`src/rtl/flash_cmd_pkg.sv`:
```
package flash_cmd_pkg;

  typedef enum logic [2:0] {
    SEQ_IDLE      = 3'd0,
    SEQ_KEY1_SEEN = 3'd1,
    SEQ_KEY2_SEEN = 3'd2,
    SEQ_FAST_IDLE = 3'd3,
    SEQ_FAST_ARM  = 3'd4,
    SEQ_FAST_QUIT = 3'd5
  } seq_state_t;

  localparam logic [15:0] CODE_KEY1      = 16'h00AA;
  localparam logic [15:0] CODE_KEY2      = 16'h0055;
  localparam logic [15:0] CODE_FAST_ON   = 16'h0020;
  localparam logic [15:0] CODE_FAST_PROG = 16'h00A0;
  localparam logic [15:0] CODE_QUIT1     = 16'h0090;
  localparam logic [15:0] CODE_QUIT2     = 16'h0000;

  localparam logic [11:0] OFS_KEY1 = 12'h555;
  localparam logic [11:0] OFS_KEY2 = 12'h2AA;

endpackage

```
`src/rtl/flash_cmd_match.sv`:
```
module flash_cmd_match
  import flash_cmd_pkg::*;
#(
  parameter int MATCH_W = 12
) (
  input  logic [MATCH_W-1:0] addr_low,
  input  logic [15:0]        data,
  output logic               hit_key1,
  output logic               hit_key2,
  output logic               hit_fast_on,
  output logic               hit_fast_prog,
  output logic               hit_quit1,
  output logic               hit_quit2
);

  localparam logic [MATCH_W-1:0] OFS_A = MATCH_W'(OFS_KEY1);
  localparam logic [MATCH_W-1:0] OFS_B = MATCH_W'(OFS_KEY2);

  logic at_ofs_a;
  logic at_ofs_b;

  always_comb begin
    at_ofs_a      = (addr_low == OFS_A);
    at_ofs_b      = (addr_low == OFS_B);
    hit_key1      = at_ofs_a && (data == CODE_KEY1);
    hit_key2      = at_ofs_b && (data == CODE_KEY2);
    hit_fast_on   = at_ofs_a && (data == CODE_FAST_ON);
    hit_fast_prog = (data == CODE_FAST_PROG);
    hit_quit1     = (data == CODE_QUIT1);
    hit_quit2     = (data == CODE_QUIT2);
  end

endmodule

```
`src/rtl/flash_cmd_fsm.sv`:
```
module flash_cmd_fsm
  import flash_cmd_pkg::*;
(
  input  logic clk,
  input  logic rst_n,
  input  logic wr_en,
  input  logic busy,
  input  logic hit_key1,
  input  logic hit_key2,
  input  logic hit_fast_on,
  input  logic hit_fast_prog,
  input  logic hit_quit1,
  input  logic hit_quit2,
  output logic issue,
  output logic fast_mode
);

  seq_state_t state_q;
  seq_state_t state_d;
  logic       take;

  assign take = wr_en && !busy;

  always_comb begin
    state_d = state_q;
    issue   = 1'b0;
    unique case (state_q)
      SEQ_IDLE:      state_d = hit_key1 ? SEQ_KEY1_SEEN : SEQ_IDLE;
      SEQ_KEY1_SEEN: state_d = hit_key2 ? SEQ_KEY2_SEEN : SEQ_IDLE;
      SEQ_KEY2_SEEN: state_d = hit_fast_on ? SEQ_FAST_IDLE : SEQ_IDLE;
      SEQ_FAST_IDLE: begin
        if (hit_fast_prog)  state_d = SEQ_FAST_ARM;
        else if (hit_quit1) state_d = SEQ_FAST_QUIT;
        else                state_d = SEQ_FAST_IDLE;
      end
      SEQ_FAST_ARM: begin
        state_d = SEQ_FAST_IDLE;
        issue   = take;
      end
      SEQ_FAST_QUIT: state_d = hit_quit2 ? SEQ_IDLE : SEQ_FAST_IDLE;
      default:       state_d = SEQ_IDLE;
    endcase
  end

  always_ff @(posedge clk or negedge rst_n) begin
    if (!rst_n)    state_q <= SEQ_IDLE;
    else if (take) state_q <= state_d;
  end

  assign fast_mode = (state_q == SEQ_FAST_IDLE) || (state_q == SEQ_FAST_ARM) ||
                     (state_q == SEQ_FAST_QUIT);

  AST_BUSY_FREEZE: assert property (@(posedge clk) disable iff (!rst_n)
    busy |=> $stable(state_q));

  AST_IDLE_FREEZE: assert property (@(posedge clk) disable iff (!rst_n)
    !wr_en |=> $stable(state_q));

  AST_ENTRY_CODE: assert property (@(posedge clk) disable iff (!rst_n)
    $rose(fast_mode) |-> $past(hit_fast_on) && $past(take));

  AST_EXIT_CODE: assert property (@(posedge clk) disable iff (!rst_n)
    $fell(fast_mode) |-> $past(hit_quit2) && $past(take));

endmodule

```
`src/rtl/flash_cmd_req.sv`:
```
module flash_cmd_req #(
  parameter int ADDR_W = 20
) (
  input  logic              clk,
  input  logic              rst_n,
  input  logic              issue,
  input  logic [ADDR_W-1:0] wr_addr,
  input  logic [15:0]       wr_data,
  output logic              prog_req,
  output logic [ADDR_W-1:0] prog_addr,
  output logic [15:0]       prog_data
);

  always_ff @(posedge clk or negedge rst_n) begin
    if (!rst_n) prog_req <= 1'b0;
    else        prog_req <= issue;
  end

  always_ff @(posedge clk or negedge rst_n) begin
    if (!rst_n) begin
      prog_addr <= '0;
      prog_data <= '0;
    end else if (issue) begin
      prog_addr <= wr_addr;
      prog_data <= wr_data;
    end
  end

  AST_REQ_SINGLE: assert property (@(posedge clk) disable iff (!rst_n)
    prog_req |=> !prog_req);

  AST_REQ_HOLD: assert property (@(posedge clk) disable iff (!rst_n)
    !prog_req |-> $stable(prog_addr) && $stable(prog_data));

endmodule

```
`src/rtl/flash_cmd_decoder.sv`:
```
module flash_cmd_decoder #(
  parameter int ADDR_W  = 20,
  parameter int MATCH_W = 12
) (
  input  logic              clk,
  input  logic              rst_n,
  input  logic              wr_en,
  input  logic [ADDR_W-1:0] wr_addr,
  input  logic [15:0]       wr_data,
  input  logic              busy,
  output logic              prog_req,
  output logic [ADDR_W-1:0] prog_addr,
  output logic [15:0]       prog_data,
  output logic              bypass_active
);

  logic [1:0] rst_pipe;
  logic       rst_sync_n;
  logic       hit_key1, hit_key2, hit_fast_on, hit_fast_prog, hit_quit1, hit_quit2;
  logic       issue;

  always_ff @(posedge clk or negedge rst_n) begin
    if (!rst_n) rst_pipe <= 2'b00;
    else        rst_pipe <= {rst_pipe[0], 1'b1};
  end
  assign rst_sync_n = rst_pipe[1];

  flash_cmd_match #(.MATCH_W(MATCH_W)) u_match (
    .addr_low      (wr_addr[MATCH_W-1:0]),
    .data          (wr_data),
    .hit_key1      (hit_key1),
    .hit_key2      (hit_key2),
    .hit_fast_on   (hit_fast_on),
    .hit_fast_prog (hit_fast_prog),
    .hit_quit1     (hit_quit1),
    .hit_quit2     (hit_quit2)
  );

  flash_cmd_fsm u_fsm (
    .clk           (clk),
    .rst_n         (rst_sync_n),
    .wr_en         (wr_en),
    .busy          (busy),
    .hit_key1      (hit_key1),
    .hit_key2      (hit_key2),
    .hit_fast_on   (hit_fast_on),
    .hit_fast_prog (hit_fast_prog),
    .hit_quit1     (hit_quit1),
    .hit_quit2     (hit_quit2),
    .issue         (issue),
    .fast_mode     (bypass_active)
  );

  flash_cmd_req #(.ADDR_W(ADDR_W)) u_req (
    .clk       (clk),
    .rst_n     (rst_sync_n),
    .issue     (issue),
    .wr_addr   (wr_addr),
    .wr_data   (wr_data),
    .prog_req  (prog_req),
    .prog_addr (prog_addr),
    .prog_data (prog_data)
  );

  AST_REQ_IN_FAST: assert property (@(posedge clk) disable iff (!rst_sync_n)
    prog_req |-> bypass_active);

  AST_REQ_AFTER_WRITE: assert property (@(posedge clk) disable iff (!rst_sync_n)
    prog_req |-> $past(wr_en) && !$past(busy));

endmodule

```
`config.mk`:
```
export PLATFORM = sky130hd
export DESIGN_NAME = flash_cmd_decoder
export DESIGN_NICKNAME = d
export VERILOG_FILES = /design/src/rtl/flash_cmd_pkg.sv /design/src/rtl/flash_cmd_match.sv /design/src/rtl/flash_cmd_fsm.sv /design/src/rtl/flash_cmd_req.sv /design/src/rtl/flash_cmd_decoder.sv
export SDC_FILE = /design/constraint.sdc
export NUM_CORES = 1
export LEC_CHECK = 0
export ABC_CLOCK_PERIOD_IN_PS = 1700
export BUFFER_PORTS_ARGS = -buffer_cell sky130_fd_sc_hd__buf_2
export CORE_MARGIN = 5
export CORE_UTILIZATION = 25
export CTS_CLUSTER_DIAMETER = 50
export CTS_CLUSTER_SIZE = 8
export DETAILED_ROUTE_END_ITERATION = 10
export REMOVE_ABC_BUFFERS = 1
export SETUP_SLACK_MARGIN = 0.1
export SLEW_MARGIN = 20
export SYNTH_ARGS = -nofsm -noshare
export SYNTH_HDL_FRONTEND = slang
export SYNTH_SLANG_ARGS = --single-unit
```
`constraint.sdc`:
```
create_clock -name clk -period 1.7 [get_ports clk]
set_input_delay 0.085 -clock clk [delete_from_list [all_inputs] [get_ports clk]]
set_output_delay 0.085 -clock clk [all_outputs]
set_load 0.005 [all_outputs]
```
# ---- Yosys cells after proc, flatten, opt, wreduce, memory -nomap -nowiden
# Cells that the tools add are included.
dict set report word_totals {
  word_cells 34
  input_bits 40
  ff_bits 42
  output_inout_bits 38
}
dict set report op_classes {
  reduce_logical 9
  mux 8
  eq_ne 12
}
# cell n
set ops {}
lappend ops {{$eq A16 B8 Y1 const B} 3}
lappend ops {{$pmux W3 S6} 1}
lappend ops {{$eq A16 B6 Y1 const B} 1}
lappend ops {{$eq A16 B7 Y1 const B} 1}
lappend ops {{$logic_not A16 Y1} 1}
lappend ops {{$eq A12 B10 Y1 const B} 1}
lappend ops {{$eq A12 B11 Y1 const B} 1}
lappend ops {{$eq A3 B2 Y1 const B} 2}
lappend ops {{$eq A3 B3 Y1 const B} 2}
lappend ops {{$mux W2} 3}
lappend ops {{$mux W3} 2}
lappend ops {{$logic_and A1 B1 Y1} 4}
lappend ops {{$eq A3 B1 Y1 const B} 1}
lappend ops {{$logic_not A3 Y1} 1}
lappend ops {{$logic_or A1 B1 Y1} 2}
lappend ops {{$mux W1} 2}
lappend ops {{$logic_not A1 Y1} 1}

# ---- Depth between registers and ports, before layout
dict set report depth {
  depth_word 4
  depth_mapped 5
  mapped_depth_nobuf 4
}

# ---- Modules after synthesis
# From an unflattened synthesis, not the netlist that was laid out.
dict set report unflattened {
  cells_unflattened 135
  area_unflattened_um2 1991.9
}
# mod seq_area_each_um2 area_each_um2 instances cells_per_inst
set modules_own_cells {}
lappend modules_own_cells {flash_cmd_req 925.9 1515.2 1 77}
lappend modules_own_cells {flash_cmd_fsm 75.1 221.5 1 26}
lappend modules_own_cells {flash_cmd_match 0.0 201.4 1 29}
lappend modules_own_cells {flash_cmd_decoder 50.0 53.8 1 3}

# ---- Least setup slack after synthesis
# OpenSTA, ideal clock, no wires.
dict set report synth_path {
  path_type {reg-to-reg}
  startpoint {register u_fsm.state_q[1]}
  endpoint {register u_req.prog_addr[18]}
  t_arrival_ps 1566
  stages_incl_launch_ff 5
  setup_slack_ps 9
  path_buffers 1
  setup_time_ps 125
  t_required_ps 1575
  period_less_slack_ps 1691
  cell_sequence {dfrtp_1 nand2b_1 nor3_4 buf_4 mux2_2}
}
dict set report synth_between {
  elab_chain_len 2
}
# element line
set synth_lines {}
lappend synth_lines {{from (decl)} flash_cmd_fsm.sv:18} ;# seq_state_t state_q;
lappend synth_lines {{from (signal assigned)} flash_cmd_fsm.sv:47} ;# else if (take) state_q <= state_d;
lappend synth_lines {{$eq A3 B3 Y1} flash_cmd_fsm.sv:27} ;# unique case (state_q)
lappend synth_lines {{$mux W1} flash_cmd_fsm.sv:27}
lappend synth_lines {{to (signal assigned)} flash_cmd_req.sv:24} ;# prog_addr <= wr_addr;
lappend synth_lines {{to (decl)} flash_cmd_req.sv:10} ;# output logic [ADDR_W-1:0] prog_addr,
# No other way between the ends.
# A chain may end at the register's enable or synchronous reset.

# ---- Worst setup path in the final report
dict set report layout_path {
  startpoint {register u_fsm.state_q[1]}
  endpoint {register u_fsm.state_q[1]}
}
dict set report layout_between {
  elab_chain_len 2
  elab_cells_between_ends 7
  cone_classes {5 x eq/ne; 1 x mux; 1 x reduce/logical}
}
# element line
set layout_lines {}
lappend layout_lines {{$eq A3 B3 Y1, or another cell as far along} flash_cmd_fsm.sv:27}
lappend layout_lines {{$pmux W3 S6 *} flash_cmd_fsm.sv:27}
# Mark *: on every way between the ends. The rest lies on a longest branch, timed or not.

==> flow_results.xml <==
<?xml version="1.0" encoding="UTF-8"?>
<metrics>
  <group name="run_status">
    <metric name="status" unit="">finished clean</metric>
  </group>
  <group name="detailed_routing">
    <metric name="drt-vias-per-instance" unit="">4.53</metric>
    <metric name="drt_first_pass_iters" unit="">4</metric>
    <metric name="total_wire_length" unit="um">5020</metric>
    <metric name="first_iter_violations" unit="">107</metric>
    <metric name="wl_per_cell" unit="um">15.1</metric>
    <metric name="drcViolationCount" unit="">0</metric>
    <metric name="dr_total_vias" unit="">1509</metric>
    <metric name="antenna_left" unit="">0</metric>
  </group>
  <group name="grt">
    <metric name="grt_util_all_layers" unit="">0.107</metric>
    <metric name="grt_antenna_before_repair" unit="">0</metric>
    <metric name="number_of_global_route_vias_before_repair" unit="">1622</metric>
    <metric name="grtUsageMet2" unit="">0.179</metric>
    <metric name="gr-max-usage-layer" unit="">met2</metric>
    <metric name="overflow" unit="">0</metric>
    <metric name="met3_demand_to_capacity_share_in_global_routing" unit="">0.0302</metric>
    <metric name="grt_first_pass_wirelength" unit="um">8180</metric>
    <metric name="grt_util_met1" unit="">0.132</metric>
    <metric name="grt_start_max_net_pins" unit="">31</metric>
  </group>
  <group name="yosys">
    <metric name="area_share_of_the_largest_cell_type_after_synthesis" unit="">0.560</metric>
    <metric name="synth_largest_area_cell" unit="">dfrtp_1</metric>
    <metric name="synth-seq-cells" unit="">42</metric>
    <metric name="synth_adder_area_share" unit="">0</metric>
    <metric name="synthesis.instances" unit="">142</metric>
    <metric name="ys.warnings.count" unit="">0</metric>
    <metric name="synth_async_sr_flop_share" unit="">1.00</metric>
    <metric name="post_synth_xor_area_fraction" unit="">0.00466</metric>
    <metric name="synth-compound-area-share" unit="">0.0393</metric>
    <metric name="main_combinational_cell_family_by_area_after_synthesis" unit="">multiplexers</metric>
    <metric name="synth_unique_cells" unit="">34</metric>
    <metric name="syn_avg_cell_area" unit="um^2">13.2</metric>
    <metric name="post_synthesis_mux_area_share" unit="">0.216</metric>
    <metric name="synth_ff_type" unit="">dfrtp_1</metric>
    <metric name="synth_most_common_cell" unit="">dfrtp_1</metric>
    <metric name="synth-edff-count" unit="">0</metric>
    <metric name="synth_sequential_area_ratio" unit="">0.560</metric>
    <metric name="synth-simple-area-share" unit="">0.162</metric>
    <metric name="netlist_top_cells_area" unit="">dfrtp_1, mux2_2, nor4bb_1, nor2b_1, nor4b_1</metric>
    <metric name="synthTopCellsByCount" unit="">dfrtp_1, mux2_2, nand2_1, nor2_1, nor2b_1</metric>
    <metric name="synth.cell_area" unit="um^2">1880</metric>
  </group>
  <group name="clock_network">
    <metric name="tritoncts.num_buffers" unit="">5</metric>
    <metric name="clk_root_buffer_cell" unit="">clkbuf_8</metric>
    <metric name="clkSinkCount" unit="">42</metric>
    <metric name="clock_latency_reported_for_the_late_side_of_the_worst_skew_pair" unit="ns">0.29</metric>
    <metric name="cts_max_path_bufs" unit="">2</metric>
    <metric name="clock_edge_transition_at_the_registers_on_the_reported_setup_and_hold_paths" unit="ns">0.08</metric>
    <metric name="ctsHtreeMaxLevel" unit="">2</metric>
    <metric name="cts_tree" unit="">yes</metric>
  </group>
  <group name="floorplan">
    <metric name="die_area" unit="um^2">9350</metric>
    <metric name="initial_cell_density_of_the_core" unit="">0.258</metric>
    <metric name="top_level_ports" unit="">78</metric>
    <metric name="die_h" unit="um">96.7</metric>
    <metric name="placement_rows" unit="">31</metric>
    <metric name="fp.dieW" unit="um">96.7</metric>
    <metric name="core_area" unit="um^2">7290</metric>
  </group>
  <group name="pwr">
    <metric name="p_per_area" unit="nW/um^2">849</metric>
    <metric name="power.leakage" unit="uW">0.00135</metric>
    <metric name="total_power" unit="uW">2250</metric>
    <metric name="vdd_ir_drop_max" unit="mV">0.446</metric>
  </group>
  <group name="sta">
    <metric name="timing_hold_violations_final" unit="">0</metric>
    <metric name="fin_tns_setup" unit="ns">0</metric>
    <metric name="unrepaired_setup_endpoints_after_global_routing" unit="">true</metric>
    <metric name="maximum_operating_frequency" unit="MHz">624</metric>
    <metric name="timing_max_transition_violations_final" unit="">0</metric>
    <metric name="clock-skew-final" unit="ns">0.00552</metric>
    <metric name="hold_ws" unit="ns">0.0171</metric>
    <metric name="min_period_over_period" unit="">0.943</metric>
    <metric name="fin_crit" unit="ns">1.60</metric>
    <metric name="setup_viol_count_final" unit="">0</metric>
  </group>
  <group name="critical_path">
    <metric name="critical_path_class" unit="">reg2reg</metric>
    <metric name="crit_path_max_fanout" unit="">5</metric>
    <metric name="startpoint" unit="">u_fsm.state_q[1]</metric>
    <metric name="worst_setup_path_start_kind" unit="">flip-flop</metric>
    <metric name="crit_required" unit="ns">1.93</metric>
    <metric name="crit_path_end_kind" unit="">flip-flop</metric>
    <metric name="cp_data_arrival_time" unit="ns">1.83</metric>
    <metric name="reg2reg_from" unit="">u_fsm.state_q[1]</metric>
  </group>
  <group name="layout">
    <metric name="drive_gt1_frac" unit="">0.581</metric>
    <metric name="fin_cells" unit="">333</metric>
    <metric name="fillCellCount" unit="">773</metric>
    <metric name="areaGrowthSynthToFinish" unit="%">41.4</metric>
    <metric name="nNetsFinal" unit="">273</metric>
    <metric name="antennaDiodeCount" unit="">0</metric>
  </group>
  <group name="min_path">
    <metric name="hold_path_startpoint" unit="">wr_addr[17]</metric>
    <metric name="hold_class" unit="">in2reg</metric>
  </group>
  <group name="placement">
    <metric name="finalWeightedCongestion" unit="">0.844</metric>
    <metric name="hpwl" unit="um">3740</metric>
    <metric name="port_buffers" unit="">77</metric>
    <metric name="place.detailed.instances" unit="">320</metric>
  </group>
  <group name="flow_run">
    <metric name="max_cap_violations" unit="">0</metric>
  </group>
</metrics>
## kinds of logic after synthesis
logic type	count (synthesis)
other	1
DFF	42
xor gates and xnor gates	1
AOI/OAI and AO/OA	10
buffers and inverters	5
and+or+nand+nor	47
muxes	36
## placed cells by master (no fill, tap or decap), types with 2 or more instances in the layout
cell        n
bufinv_16   2
nor4bb_1    3
clkbuf_8    6
o21ai_0     2
dfrtp_2     2
nor4b_1     3
buf_2      77
nor4_1      3
nor2_1      6
mux2_2     35
buf_4       7
dfrtp_1    40
nand4_1     3
buf_12      2
nand2_1     6
nand3_1     4
nor2b_1     5
nand2b_1    2
o41ai_1     2
nand4b_1    2
## final timing paths
| kind | endpoint | slack, ns | cells past startpoint |
|---|---|---|---|
| max | u_fsm.state_q[1] | 0.1 | 4 |
| min | u_req.prog_addr[17] | 0.02 | 2 |
| max reg2reg | u_fsm.state_q[1] | 0.1 | 4 |
| min reg2reg | u_req.prog_addr[2] | 0.14 | 0 |
| max in group asynchronous | u_req.prog_data[10] | 1.11 | 1 |
| min in group asynchronous | rst_pipe[1] | 0.11 | 2 |
## critical path, stage by stage (launching register included)
cell      delay (ns)
dfrtp_1         0.43
nor4bb_2        0.36
nand3_1         0.10
or4_1           0.53
nand4_1         0.11
## registers in the layout, indices dropped and copies added (netlist names)
name             cells
u_req.prog_data     16
u_req.prog_req       1
u_req.prog_addr     20
rst_pipe             2
u_fsm.state_q        3
## report_power, final
group | switching (uW) | internal [uW]
Sequential | 29.1 | 1040
Clock | 359 | 627
Combinational | 95.5 | 107
Total | 483 | 1770
## repair_timing
item,in CTS,in global routing
cloned,1,0
pin swaps,1,0
setup endpoints to repair,36,37
resized for setup,1,3
endpoints found under the hold margin,2,0
buffers inserted,1,2
hold buffers,1,0
## through the flow
step	utilization	area, um^2	setup WS (ns)
final	0.364	2660	0.0972
after CTS	0.361	2630	0.101
after detailed placement	0.334	2430	0.0812
after global placement	0.334	2430	0.114
after global routing	0.364	2660	0.0419
after floorplan	-	1850	-0.445
## per-layer routing
layer / routed length, um / up-vias / share of wire
met5: 0 / - / 0
met4: 109 / 0 / 0.022
met3: 239 / 10 / 0.048
met2: 2450 / 50 / 0.49
met1: 2220 / 741 / 0.44
li1: - / 708 / -
## cell type report
type,instances,area [um^2],area share
Sequential cell,42,1050,0.397
Multi-Input combinational cell,95,805,0.303
Timing Repair Buffer,89,532,0.200
Tap cell,99,124,0.0466
Clock buffer,6,82.6,0.0311
Clock inverter,2,60.1,0.0226
(Power assumes the default switching activity.)
